<file path="config.mk">
export PLATFORM = sky130hd
export DESIGN_NAME = vec_prio_ctrl
export DESIGN_NICKNAME = d
export VERILOG_FILES = /design/src/rtl/vpc_pkg.sv /design/src/rtl/vpc_msb_search.sv /design/src/rtl/vpc_priority.sv /design/src/rtl/vpc_bitmap_next.sv /design/src/rtl/vec_prio_ctrl.sv
export SDC_FILE = /design/constraint.sdc
export NUM_CORES = 2
export LEC_CHECK = 0
export ABC_CLOCK_PERIOD_IN_PS = 16510
export BUFFER_PORTS_ARGS = -buffer_cell sky130_fd_sc_hd__buf_4
export CORE_MARGIN = 2
export CORE_UTILIZATION = 37
export DETAILED_ROUTE_END_ITERATION = 6
export SLEW_MARGIN = 20
export SYNTH_ARGS = -nofsm -noshare
export SYNTH_HDL_FRONTEND = slang
export SYNTH_SLANG_ARGS = --single-unit
</file>
<file path="constraint.sdc">
create_clock -name clk -period 16.51 [get_ports clk]
set_input_delay 2.4765 -clock clk [delete_from_list [all_inputs] [get_ports clk]]
set_output_delay 2.4765 -clock clk [all_outputs]
set_load 0.005 [all_outputs]
</file>
<file path="src/rtl/vpc_pkg.sv">
package vpc_pkg;

  localparam int VPC_NUM_VEC = 256;
  localparam int VPC_WORD_W  = 32;
  localparam int VPC_CLASS_W = 4;

  typedef enum logic [1:0] {
    TPR_HOLD  = 2'd0,
    TPR_FULL  = 2'd1,
    TPR_ALIAS = 2'd2
  } tpr_src_e;

endpackage

</file>
<file path="src/rtl/vpc_msb_search.sv">
module vpc_msb_search #(
  parameter int NUM_BITS = 256,
  parameter int WORD_W   = 32,
  parameter int IDX_W    = 8
) (
  input  logic [NUM_BITS-1:0] bits_i,
  output logic                found_o,
  output logic [IDX_W-1:0]    idx_o
);

  localparam int NUM_WORDS = NUM_BITS / WORD_W;
  localparam int BIT_W     = $clog2(WORD_W);
  localparam int WSEL_W    = (NUM_WORDS > 1) ? $clog2(NUM_WORDS) : 1;

  logic [NUM_WORDS-1:0] word_any;
  logic [BIT_W-1:0]     word_msb [NUM_WORDS];

  // Per-word scan: any-bit flag and index of the most significant set bit.
  for (genvar w = 0; w < NUM_WORDS; w++) begin : g_word
    logic [WORD_W-1:0] slice;
    logic [BIT_W-1:0]  msb;

    assign slice = bits_i[w*WORD_W +: WORD_W];

    always_comb begin
      msb = '0;
      for (int b = 0; b < WORD_W; b++) begin
        if (slice[b]) msb = BIT_W'(b);
      end
    end

    assign word_any[w] = |slice;
    assign word_msb[w] = msb;
  end

  // Word selection: the highest word with any bit set wins.
  logic [WSEL_W-1:0] sel;

  always_comb begin
    found_o = 1'b0;
    sel     = '0;
    for (int w = 0; w < NUM_WORDS; w++) begin
      if (word_any[w]) begin
        found_o = 1'b1;
        sel     = WSEL_W'(w);
      end
    end
  end

  assign idx_o = IDX_W'({sel, word_msb[sel]});

endmodule

</file>
<file path="src/rtl/vpc_priority.sv">
module vpc_priority #(
  parameter int VEC_W   = 8,
  parameter int CLASS_W = 4
) (
  input  logic             enable_i,
  input  logic [VEC_W-1:0] tpr_i,
  input  logic             isr_found_i,
  input  logic [VEC_W-1:0] isr_vec_i,
  input  logic             irr_found_i,
  input  logic [VEC_W-1:0] irr_vec_i,
  output logic [VEC_W-1:0] ppr_o,
  output logic             offer_valid_o,
  output logic [VEC_W-1:0] offer_vec_o
);

  localparam int SUB_W = VEC_W - CLASS_W;

  logic [CLASS_W-1:0] tpr_class;
  logic [CLASS_W-1:0] isr_class;
  logic [VEC_W-1:0]   irr_floor;

  assign tpr_class = tpr_i[VEC_W-1:SUB_W];
  assign isr_class = isr_found_i ? isr_vec_i[VEC_W-1:SUB_W] : '0;

  // Task priority stands unless the servicing class is above it.
  always_comb begin
    if (tpr_class >= isr_class) ppr_o = tpr_i;
    else                        ppr_o = {isr_class, {SUB_W{1'b0}}};
  end

  // Class of the best waiting vector, low bits cleared, against ppr.
  assign irr_floor     = {irr_vec_i[VEC_W-1:SUB_W], {SUB_W{1'b0}}};
  assign offer_valid_o = enable_i && irr_found_i && (irr_floor > ppr_o);
  assign offer_vec_o   = irr_vec_i;

endmodule

</file>
<file path="src/rtl/vpc_bitmap_next.sv">
module vpc_bitmap_next #(
  parameter int NUM_VEC = 256,
  parameter int VEC_W   = 8
) (
  input  logic [NUM_VEC-1:0] irr_q_i,
  input  logic [NUM_VEC-1:0] isr_q_i,
  input  logic [NUM_VEC-1:0] tmr_q_i,
  input  logic               eoi_fire_i,
  input  logic [VEC_W-1:0]   eoi_vec_i,
  input  logic               ack_fire_i,
  input  logic [VEC_W-1:0]   ack_vec_i,
  input  logic               req_fire_i,
  input  logic [VEC_W-1:0]   req_vec_i,
  input  logic               req_level_i,
  output logic [NUM_VEC-1:0] irr_d_o,
  output logic [NUM_VEC-1:0] isr_d_o,
  output logic [NUM_VEC-1:0] tmr_d_o,
  output logic               bcast_o
);

  // Fixed order inside one cycle: retire, then acknowledge, then request.
  always_comb begin
    irr_d_o = irr_q_i;
    isr_d_o = isr_q_i;
    tmr_d_o = tmr_q_i;
    bcast_o = 1'b0;

    if (eoi_fire_i) begin
      isr_d_o[eoi_vec_i] = 1'b0;
      if (tmr_q_i[eoi_vec_i]) begin
        tmr_d_o[eoi_vec_i] = 1'b0;
        bcast_o            = 1'b1;
      end
    end

    if (ack_fire_i) begin
      isr_d_o[ack_vec_i] = 1'b1;
      irr_d_o[ack_vec_i] = 1'b0;
    end

    if (req_fire_i) begin
      if (!(irr_d_o[req_vec_i] && req_level_i)) begin
        irr_d_o[req_vec_i] = 1'b1;
        tmr_d_o[req_vec_i] = req_level_i;
      end
    end
  end

endmodule

</file>
<file path="src/rtl/vec_prio_ctrl.sv">
module vec_prio_ctrl
  import vpc_pkg::*;
#(
  parameter int NUM_VEC = VPC_NUM_VEC,
  parameter int WORD_W  = VPC_WORD_W,
  parameter int CLASS_W = VPC_CLASS_W,
  localparam int VEC_W  = $clog2(NUM_VEC),
  localparam int SUB_W  = VEC_W - CLASS_W
) (
  input  logic               clk,
  input  logic               rst,
  input  logic               enable_i,
  input  logic               req_valid_i,
  input  logic [VEC_W-1:0]   req_vec_i,
  input  logic               req_level_i,
  input  logic               tpr_wr_i,
  input  logic [VEC_W-1:0]   tpr_wdata_i,
  input  logic               alias_wr_i,
  input  logic [CLASS_W-1:0] alias_wdata_i,
  input  logic               ack_i,
  input  logic               eoi_i,
  output logic               irq_valid_o,
  output logic [VEC_W-1:0]   irq_vec_o,
  output logic [VEC_W-1:0]   ppr_o,
  output logic [VEC_W-1:0]   tpr_o,
  output logic [CLASS_W-1:0] alias_o,
  output logic               bcast_valid_o,
  output logic [VEC_W-1:0]   bcast_vec_o
);

  // State
  logic [NUM_VEC-1:0] irr_q, isr_q, tmr_q;
  logic [VEC_W-1:0]   tpr_q, ppr_q;
  logic               offer_valid_q, isr_top_valid_q, bcast_valid_q;
  logic [VEC_W-1:0]   offer_vec_q, isr_top_vec_q, bcast_vec_q;

  // Strobes qualified by current state
  logic ack_fire, eoi_fire, req_fire;

  assign ack_fire = ack_i && offer_valid_q;
  assign eoi_fire = eoi_i && isr_top_valid_q;
  assign req_fire = req_valid_i && enable_i;

  // Task priority next value
  tpr_src_e         tpr_src;
  logic [VEC_W-1:0] tpr_d;

  always_comb begin
    if (tpr_wr_i)        tpr_src = TPR_FULL;
    else if (alias_wr_i) tpr_src = TPR_ALIAS;
    else                 tpr_src = TPR_HOLD;
  end

  always_comb begin
    unique case (tpr_src)
      TPR_FULL:  tpr_d = tpr_wdata_i;
      TPR_ALIAS: tpr_d = {alias_wdata_i, {SUB_W{1'b0}}};
      default:   tpr_d = tpr_q;
    endcase
  end

  // Bitmap next state
  logic [NUM_VEC-1:0] irr_d, isr_d, tmr_d;
  logic               bcast_d;

  vpc_bitmap_next #(
    .NUM_VEC (NUM_VEC),
    .VEC_W   (VEC_W)
  ) u_next (
    .irr_q_i     (irr_q),
    .isr_q_i     (isr_q),
    .tmr_q_i     (tmr_q),
    .eoi_fire_i  (eoi_fire),
    .eoi_vec_i   (isr_top_vec_q),
    .ack_fire_i  (ack_fire),
    .ack_vec_i   (offer_vec_q),
    .req_fire_i  (req_fire),
    .req_vec_i   (req_vec_i),
    .req_level_i (req_level_i),
    .irr_d_o     (irr_d),
    .isr_d_o     (isr_d),
    .tmr_d_o     (tmr_d),
    .bcast_o     (bcast_d)
  );

  // Searches on the next bitmaps, so registered outputs match the new state
  logic             irr_found, isr_found;
  logic [VEC_W-1:0] irr_top, isr_top;

  vpc_msb_search #(
    .NUM_BITS (NUM_VEC),
    .WORD_W   (WORD_W),
    .IDX_W    (VEC_W)
  ) u_irr_search (
    .bits_i  (irr_d),
    .found_o (irr_found),
    .idx_o   (irr_top)
  );

  vpc_msb_search #(
    .NUM_BITS (NUM_VEC),
    .WORD_W   (WORD_W),
    .IDX_W    (VEC_W)
  ) u_isr_search (
    .bits_i  (isr_d),
    .found_o (isr_found),
    .idx_o   (isr_top)
  );

  logic [VEC_W-1:0] ppr_d, offer_vec_d;
  logic             offer_valid_d;

  vpc_priority #(
    .VEC_W   (VEC_W),
    .CLASS_W (CLASS_W)
  ) u_prio (
    .enable_i      (enable_i),
    .tpr_i         (tpr_d),
    .isr_found_i   (isr_found),
    .isr_vec_i     (isr_top),
    .irr_found_i   (irr_found),
    .irr_vec_i     (irr_top),
    .ppr_o         (ppr_d),
    .offer_valid_o (offer_valid_d),
    .offer_vec_o   (offer_vec_d)
  );

  always_ff @(posedge clk) begin
    if (rst) begin
      irr_q           <= '0;
      isr_q           <= '0;
      tmr_q           <= '0;
      tpr_q           <= '0;
      ppr_q           <= '0;
      offer_valid_q   <= 1'b0;
      offer_vec_q     <= '0;
      isr_top_valid_q <= 1'b0;
      isr_top_vec_q   <= '0;
      bcast_valid_q   <= 1'b0;
      bcast_vec_q     <= '0;
    end else begin
      irr_q           <= irr_d;
      isr_q           <= isr_d;
      tmr_q           <= tmr_d;
      tpr_q           <= tpr_d;
      ppr_q           <= ppr_d;
      offer_valid_q   <= offer_valid_d;
      offer_vec_q     <= offer_vec_d;
      isr_top_valid_q <= isr_found;
      isr_top_vec_q   <= isr_top;
      bcast_valid_q   <= bcast_d;
      if (bcast_d) bcast_vec_q <= isr_top_vec_q;
    end
  end

  assign irq_valid_o   = offer_valid_q;
  assign irq_vec_o     = offer_vec_q;
  assign ppr_o         = ppr_q;
  assign tpr_o         = tpr_q;
  assign alias_o       = tpr_q[VEC_W-1:SUB_W];
  assign bcast_valid_o = bcast_valid_q;
  assign bcast_vec_o   = bcast_vec_q;

endmodule

</file>
[Yosys cells after proc, flatten, opt, wreduce, memory -nomap -nowiden]
Cells that the tools add are included.
Storage, ports and cells
  register bits after elaboration: 811
  bits of input ports: 29
  output and inout bits: 38
  word-level logic and storage cells: 616
Operators by class
  magnitude comparators: 10
  equality and inequality tests: 2
  mux-type cells: 559
  bitwise logic cells: 9
  reductions and logical operators: 25
Operators with widths (number)
  256-bit two-way mux: 9
  5-bit two-way mux: 260
  256-bit AND: 3
  4-bit two-way mux: 129
  256-bit inverter: 2
  256-bit bitwise OR: 2
  32-bit OR reduction: 16
  256-bit bitwise mux: 1
  3-bit two-way mux: 72
  2-bit two-way mux: 38
  1-bit two-way mux: 41
  5-bit binary-select mux with 3-bit select: 2
  8-bit by 9-bit less-than comparator with 1-bit output (second input constant): 3
  1-bit demux with 8-bit select: 3
  8-bit by 1-bit greater-or-equal comparator with 1-bit output (second input constant): 3
  1-bit binary-select mux with 8-bit select: 2
  8-bit case mux with 2 select lines: 1
  1-bit logical AND: 9
  4-bit greater-or-equal comparator (second input constant): 2
  8-bit > comparator: 1
  8-bit two-way mux: 1
  3-bit inverter with 4-bit output: 2
  4-bit greater-or-equal comparator: 1
  2-bit by 1-bit equality test with 1-bit output (second input constant): 1
  2-bit equality test (second input constant): 1

[Longest topological paths before layout]
  word-level depth: 48
  gate-level depth with buffers: 33
  mapped depth without buffers: 29

[Hierarchy]
A second synthesis with hierarchy kept.
Second synthesis, totals
  cells, all modules: 5811
  area total of the unflattened synthesis: 46357.0 um2
Modules (own cells, without submodules)
  vec_prio_ctrl: instances 1, cells each 1755, area an instance 22039.9 um2, seq. area each 16235.6 um2
  vpc_bitmap_next: instances 1, cells each 2928, area an instance 17982.2 um2, seq. area each 0.0 um2
  vpc_msb_search: instances 2, cells each 538, area an instance 2985.4 um2, seq. area each 0.0 um2
  vpc_priority: instances 1, cells each 52, area an instance 364.1 um2, seq. area each 0.0 um2

[Worst setup path after synthesis]
No wires, ideal clock.
  path kind: input to register
  start: input port ack_i
  end: register offer_valid_q, in the netlist irq_valid_o
  setup time: 141 ps
  data arrival time: 8094 ps
  required time: 16369 ps
  setup slack: 8275 ps
  stages on the path: 30
  buffers on the path: 4
  path through: buf_2 -> and4b_1 -> clkbuf_1 -> nand2_1 -> clkbuf_1 -> clkbuf_1 -> o21ai_0 -> nor3_1 -> nand4_1 -> nand4b_1 -> or2_2 -> o21ai_1 -> inv_2 -> mux2i_1 -> o21ai_0 -> a21oi_1 -> inv_1 -> ha_1 -> nand2b_1 -> a21o_1 -> a21o_1 -> a21oi_1 -> mux2_2 -> ha_1 -> a21o_1 -> a21o_1 -> a21oi_1 -> nor3b_1 -> o21ai_0 -> a41oi_1
On the way
  longest elaborated chain between the ends: 28
  elaborated cells on any way between the ends: 325
  those cells by class: 2 x order compare; 300 x mux; 3 x bitwise; 20 x reduce/logical
RTL lines
  from (decl): RTL line vec_prio_ctrl.sv:20  | input logic ack_i,
  1-bit logical AND (*): RTL line vec_prio_ctrl.sv:40  | assign ack_fire = ack_i && offer_valid_q;
  256-bit two-way mux: RTL line vpc_bitmap_next.sv:36  | if (ack_fire_i) begin
  1-bit binary-select mux with 8-bit select: RTL line vpc_bitmap_next.sv:42  | if (!(irr_d_o[req_vec_i] && req_level_i)) begin
  1-bit two-way mux (not written as such): RTL line vpc_bitmap_next.sv:42
  1-bit logical AND: RTL line vpc_bitmap_next.sv:42
  256-bit two-way mux: RTL line vpc_bitmap_next.sv:42
  256-bit two-way mux: RTL line vpc_bitmap_next.sv:41  | if (req_fire_i) begin
  5-bit two-way mux (16 in series): RTL line vpc_msb_search.sv:28  | if (slice[b]) msb = BIT_W'(b);
  5-bit binary-select mux with 3-bit select: RTL line vpc_msb_search.sv:50  | assign idx_o = IDX_W'({sel, word_msb[sel]});
  5-bit two-way mux (not written as such) (2 in series): RTL line vpc_msb_search.sv:50
  8-bit > comparator: RTL line vpc_priority.sv:33  | assign offer_valid_o = enable_i && irr_found_i && (irr_floor > ppr_o);
  1-bit logical AND (*): RTL line vpc_priority.sv:33
  to (signal assigned): RTL line vec_prio_ctrl.sv:147  | offer_valid_q <= offer_valid_d;
  to (decl): RTL line vec_prio_ctrl.sv:34  | logic offer_valid_q, isr_top_valid_q, bcast_valid_q;
Every way passes the cells marked *; elsewhere a longest branch is shown, timed or not. The select of a mux whose other input is x is not followed.
A chain may end at the register's enable or synchronous reset.

[Worst setup path after layout]
  start: input port req_vec_i[1]
  end: register offer_valid_q, in the netlist irq_valid_o
On the way
  longest elaborated chain between the ends: 28
  elaborated cells on any way between the ends: 169
  those cells by class: 3 x order compare; 152 x mux; 2 x bitwise; 12 x reduce/logical
RTL lines
  from (decl): RTL line vec_prio_ctrl.sv:14  | input logic [VEC_W-1:0] req_vec_i,
  8-bit by 9-bit less-than comparator with 1-bit output (not written as such) or 8-bit by 1-bit greater-or-equal comparator with 1-bit output (tied branches): RTL line vpc_bitmap_next.sv:43  | irr_d_o[req_vec_i] = 1'b1;
  1-bit logical AND (not written as such): RTL line vpc_bitmap_next.sv:43
  1-bit two-way mux (not written as such): RTL line vpc_bitmap_next.sv:43
  1-bit demux with 8-bit select
  256-bit bitwise OR (no source line)
  256-bit two-way mux (*): RTL line vpc_bitmap_next.sv:42
  256-bit two-way mux (*): RTL line vpc_bitmap_next.sv:41
  5-bit two-way mux (16 in series): RTL line vpc_msb_search.sv:28
  5-bit binary-select mux with 3-bit select (*): RTL line vpc_msb_search.sv:50
  5-bit two-way mux (not written as such) (*) (2 in series): RTL line vpc_msb_search.sv:50
  via irr_top[4]: RTL line vec_prio_ctrl.sv:88  | logic [VEC_W-1:0] irr_top, isr_top;
  8-bit > comparator (*): RTL line vpc_priority.sv:33
  1-bit logical AND (*): RTL line vpc_priority.sv:33
The timed path passes the listed nets; every way through them passes the cells marked *. The select of a mux whose other input is x is not followed.

==> load_flow_metrics.sql <==
INSERT INTO impl_metrics (metric_group, metric, value, unit) VALUES
('cts', 'tritoncts_clock_tree', 'yes', ''),
('cts', 'cts_resized', '0', ''),
('routing', 'route.vias.total', '55700', ''),
('layout', 'highest_count_cells_in_the_layout_ignoring_fill_and_taps', 'sky130_fd_sc_hd__dfxtp_1 (807), sky130_fd_sc_hd__o21ai_0 (799), sky130_fd_sc_hd__nand2_1 (742)', ''),
('cts', 'clock_sink_count', '811', ''),
('synthesis', 'synth_enable_flop_cells', '0', ''),
('critical_path', 'worstSetupStartpointType', 'input port', ''),
('routing', 'drtAntennaViolNets', '0', ''),
('critical_path', 'end_kind', 'register', ''),
('synthesis', 'async_flop_share', '0', '%'),
('synthesis', 'synth_flop_cell', 'sky130_fd_sc_hd__dfxtp_1', ''),
('layout', 'ff_latch_area', '0.0162', 'mm²'),
('placement', 'finalWeightedCongestion', '1.15', ''),
('synthesis', 'yosys_warnings', '0', ''),
('grt', 'global_route.usage.total', '44.6', '%'),
('grt', 'antenna_found_initial', '50', ''),
('synthesis', 'synth_cells', '6007', ''),
('cts', 'root_buffer', 'sky130_fd_sc_hd__clkbuf_16', ''),
('layout', 'fill_count', '12800', ''),
('synthesis', 'post_synth_instance_area', '0.0467', 'mm²'),
('routing', 'detail_route.wirelength', '302000', 'µm'),
('synthesis', 'ys_seq_elements', '811', ''),
('routing', 'count_of_routing_violations_after_the_opening_detailed_route_iteration', '10700', ''),
('layout', 'layout.cells.most_common', 'sky130_fd_sc_hd__dfxtp_1', ''),
('routing', 'detail_route.first_pass.iterations', '7', ''),
('power_and_ir_drop', 'power_density_of_the_placed_cells', '93.3', 'mW/mm²'),
('layout', 'layout-drive-gt1-share', '12.4', '%'),
('layout', 'design.final.nets', '5911', ''),
('timing', 'number_of_setup_violations_in_the_final_report', '0', ''),
('outcome', 'failed_checks', 'DRC', ''),
('timing', 'final.setup.tns', '0', 'ps'),
('cts', 'cts-root-to-sink-buffers', '3', ''),
('layout', 'multiInputGateArea', '0.0284', 'mm²'),
('critical_path', 'worstPathMaxFanout', '61', ''),
('cts', 'cts_made_buffers', '97', ''),
('synthesis', 'netlist.top_cell.by_area', 'sky130_fd_sc_hd__dfxtp_1', ''),
('critical_path', 'timing.critical_path.required', '17120', 'ps'),
('floorplan', 'floorplan.die_area', '0.129', 'mm²'),
('run', 'maxCapViolations', '0', ''),
('power_and_ir_drop', 'max-vdd-ir-drop', '0.0804', 'mV'),
('timing', 'fmaxAchievable', '90.2', 'MHz'),
('timing', 'final_period_minus_worst_setup_slack', '11090', 'ps'),
('routing', 'remaining_drc_errors', '3', ''),
('grt', 'vias_in_the_first_global_route', '49700', ''),
('routing', 'vias_per_cell', '7.29', ''),
('grt', 'grt_start_max_net_pins', '196', ''),
('cts', 'post_cts_hold_buffer_count', '0', ''),
('floorplan', 'chipWidth', '359', 'µm'),
('grt', 'grt_total_ovfl', '0', ''),
('power_and_ir_drop', 'power.leakage', '18.7', 'nW'),
('grt', 'grt_pass1_wl', '408000', 'µm'),
('cts', 'cts.repair_timing.setup_buffer_count', '0', ''),
('synthesis', 'syn-mean-instance-area', '7.78', 'µm²'),
('floorplan', 'io_pins', '67', ''),
('timing', 'finalHoldViolations', '0', ''),
('synthesis', 'synth_top_cells_by_area', 'sky130_fd_sc_hd__dfxtp_1 (35%), sky130_fd_sc_hd__o21ai_0 (8.6%), sky130_fd_sc_hd__mux4_2 (6.1%)', ''),
('timing', 'slew_violations', '0', ''),
('routing', 'route.detailed.wl_per_inst', '39.5', 'µm'),
('synthesis', 'yosysUniqueCellTypes', '108', ''),
('synthesis', 'synth_fp_nets', '6044', ''),
('worst_hold_path', 'min-delay-path-class', 'register to register', ''),
('synthesis', 'synth.yosys.seq_area_share', '34.7', '%'),
('critical_path', 'critical_path_arrival', '11700', 'ps'),
('outcome', 'status', 'complete, but fails checks', ''),
('synthesis', 'synth.top_cell.area_share', '34.7', '%'),
('placement', 'placement.io_buffers', '66', ''),
('placement', 'placed_cells_incl_taps', '7424', ''),
('layout', 'area_growth', '12.8', '%'),
('placement', 'dpl.hpwl', '207000', 'µm'),
('cts', 'clock_insertion_delay_worst_skew', '770', 'ps'),
('cts', 'clk_pin_slew', '60', 'ps');
==> critical path, cell delays in order <==
cell and delay [ps]:
sky130_fd_sc_hd__buf_6 290, sky130_fd_sc_hd__buf_4 710, sky130_fd_sc_hd__buf_4 870, sky130_fd_sc_hd__mux4_2 350
sky130_fd_sc_hd__nor2b_1 120, sky130_fd_sc_hd__o21ai_0 90, sky130_fd_sc_hd__and3_1 230, sky130_fd_sc_hd__a311oi_1 540
sky130_fd_sc_hd__o311ai_2 330, sky130_fd_sc_hd__nand2_2 700, sky130_fd_sc_hd__buf_4 570, sky130_fd_sc_hd__o31ai_1 220
sky130_fd_sc_hd__nor4_1 450, sky130_fd_sc_hd__nand4_1 440, sky130_fd_sc_hd__a2111o_1 550, sky130_fd_sc_hd__o21ai_2 540
sky130_fd_sc_hd__buf_4 410, sky130_fd_sc_hd__mux2_2 370, sky130_fd_sc_hd__nor3_1 260, sky130_fd_sc_hd__nor3_1 100
sky130_fd_sc_hd__ha_1 190, sky130_fd_sc_hd__a21o_1 170, sky130_fd_sc_hd__a21o_1 170, sky130_fd_sc_hd__a21oi_1 150
sky130_fd_sc_hd__nor3b_1 70, sky130_fd_sc_hd__o21ai_0 160, sky130_fd_sc_hd__a41oi_1 80
==> where the power goes <==
group          internal [W]  switching (W)  total (W)
sequential          0.00197      0.0000218    0.00199
clock               0.00141       0.000997    0.00241
combinational      0.000111       0.000415   0.000526
==> Yosys cell counts (111+ instances only) <==
master	n
sky130_fd_sc_hd__nor2_1	710
sky130_fd_sc_hd__o21ai_0	799
sky130_fd_sc_hd__nand2_1	760
sky130_fd_sc_hd__dfxtp_1	811
sky130_fd_sc_hd__nor3_1	130
sky130_fd_sc_hd__a22oi_1	111
sky130_fd_sc_hd__clkbuf_1	441
sky130_fd_sc_hd__a221oi_1	190
sky130_fd_sc_hd__mux4_2	127
sky130_fd_sc_hd__nand3_1	172
sky130_fd_sc_hd__nor2b_1	172
sky130_fd_sc_hd__a21oi_1	316
==> worst paths after layout <==
kind	from	to	slack, ps	cells past startpoint
worst max-delay path	req_vec_i[1]	irq_valid_o	5420	27
worst min-delay path	tmr_q[139]	tmr_q[139]	480	2
worst max register to register	isr_top_vec_q[2]	irq_valid_o	6220	29
worst min register to register	tmr_q[139]	tmr_q[139]	480	2
==> metal layers <==
metal  global-route usage, %  routed length [µm]
met1                    56.2              111000
met2                    58.2              113000
met3                    21.0               50400
met4                    33.4               27400
met5                   0.111                 429
==> kinds of logic after synthesis <==
kind of cell    Yosys count  share of synthesized area (%)
simple gates           2315                           23.0
compound gates         2111                           29.3
flops                   811                           34.7
buf+inv                 568                           5.14
mux                     190                           7.48
fa+ha+maj                 8                          0.214
xor+xnor                  4                         0.0911
==> sequential cells by signal, summed over array words and instances (netlist names) <==
| signal | flops |
|---|---|
| irr_q | 256 |
| isr_q | 256 |
| tmr_q | 256 |
| bcast_vec_o | 8 |
| irq_vec_o | 8 |
| isr_top_vec_q | 8 |
| ppr_o | 8 |
| tpr_o | 8 |
| bcast_valid_o | 1 |
| irq_valid_o | 1 |
| isr_top_valid_q | 1 |
==> layout make-up <==
class | count | share of cell area (%)
multi-input cells | 4628 | 53.9
flip-flops and latches | 811 | 30.8
clock buffers | 136 | 5.45
repair buffers | 295 | 4.29
well taps | 1650 | 3.92
clock inverters | 44 | 1.21
inverters | 41 | 0.292
diodes | 36 | 0.171
==> metrics by stage <==
stage	util (%)	area, µm²	worst slack, ps	total power [W]
2_1_floorplan	-	46700	8280	0.00227
3_3_place_gp	39.1	49100	4980	0.00251
3_5_place_dp	39.1	49100	5090	0.00251
4_1_cts	41.9	52600	5890	0.00486
5_1_grt	42.0	52700	5300	0.00497
6_report	42.0	52700	5420	0.00492
(Power assumes the default switching activity.)
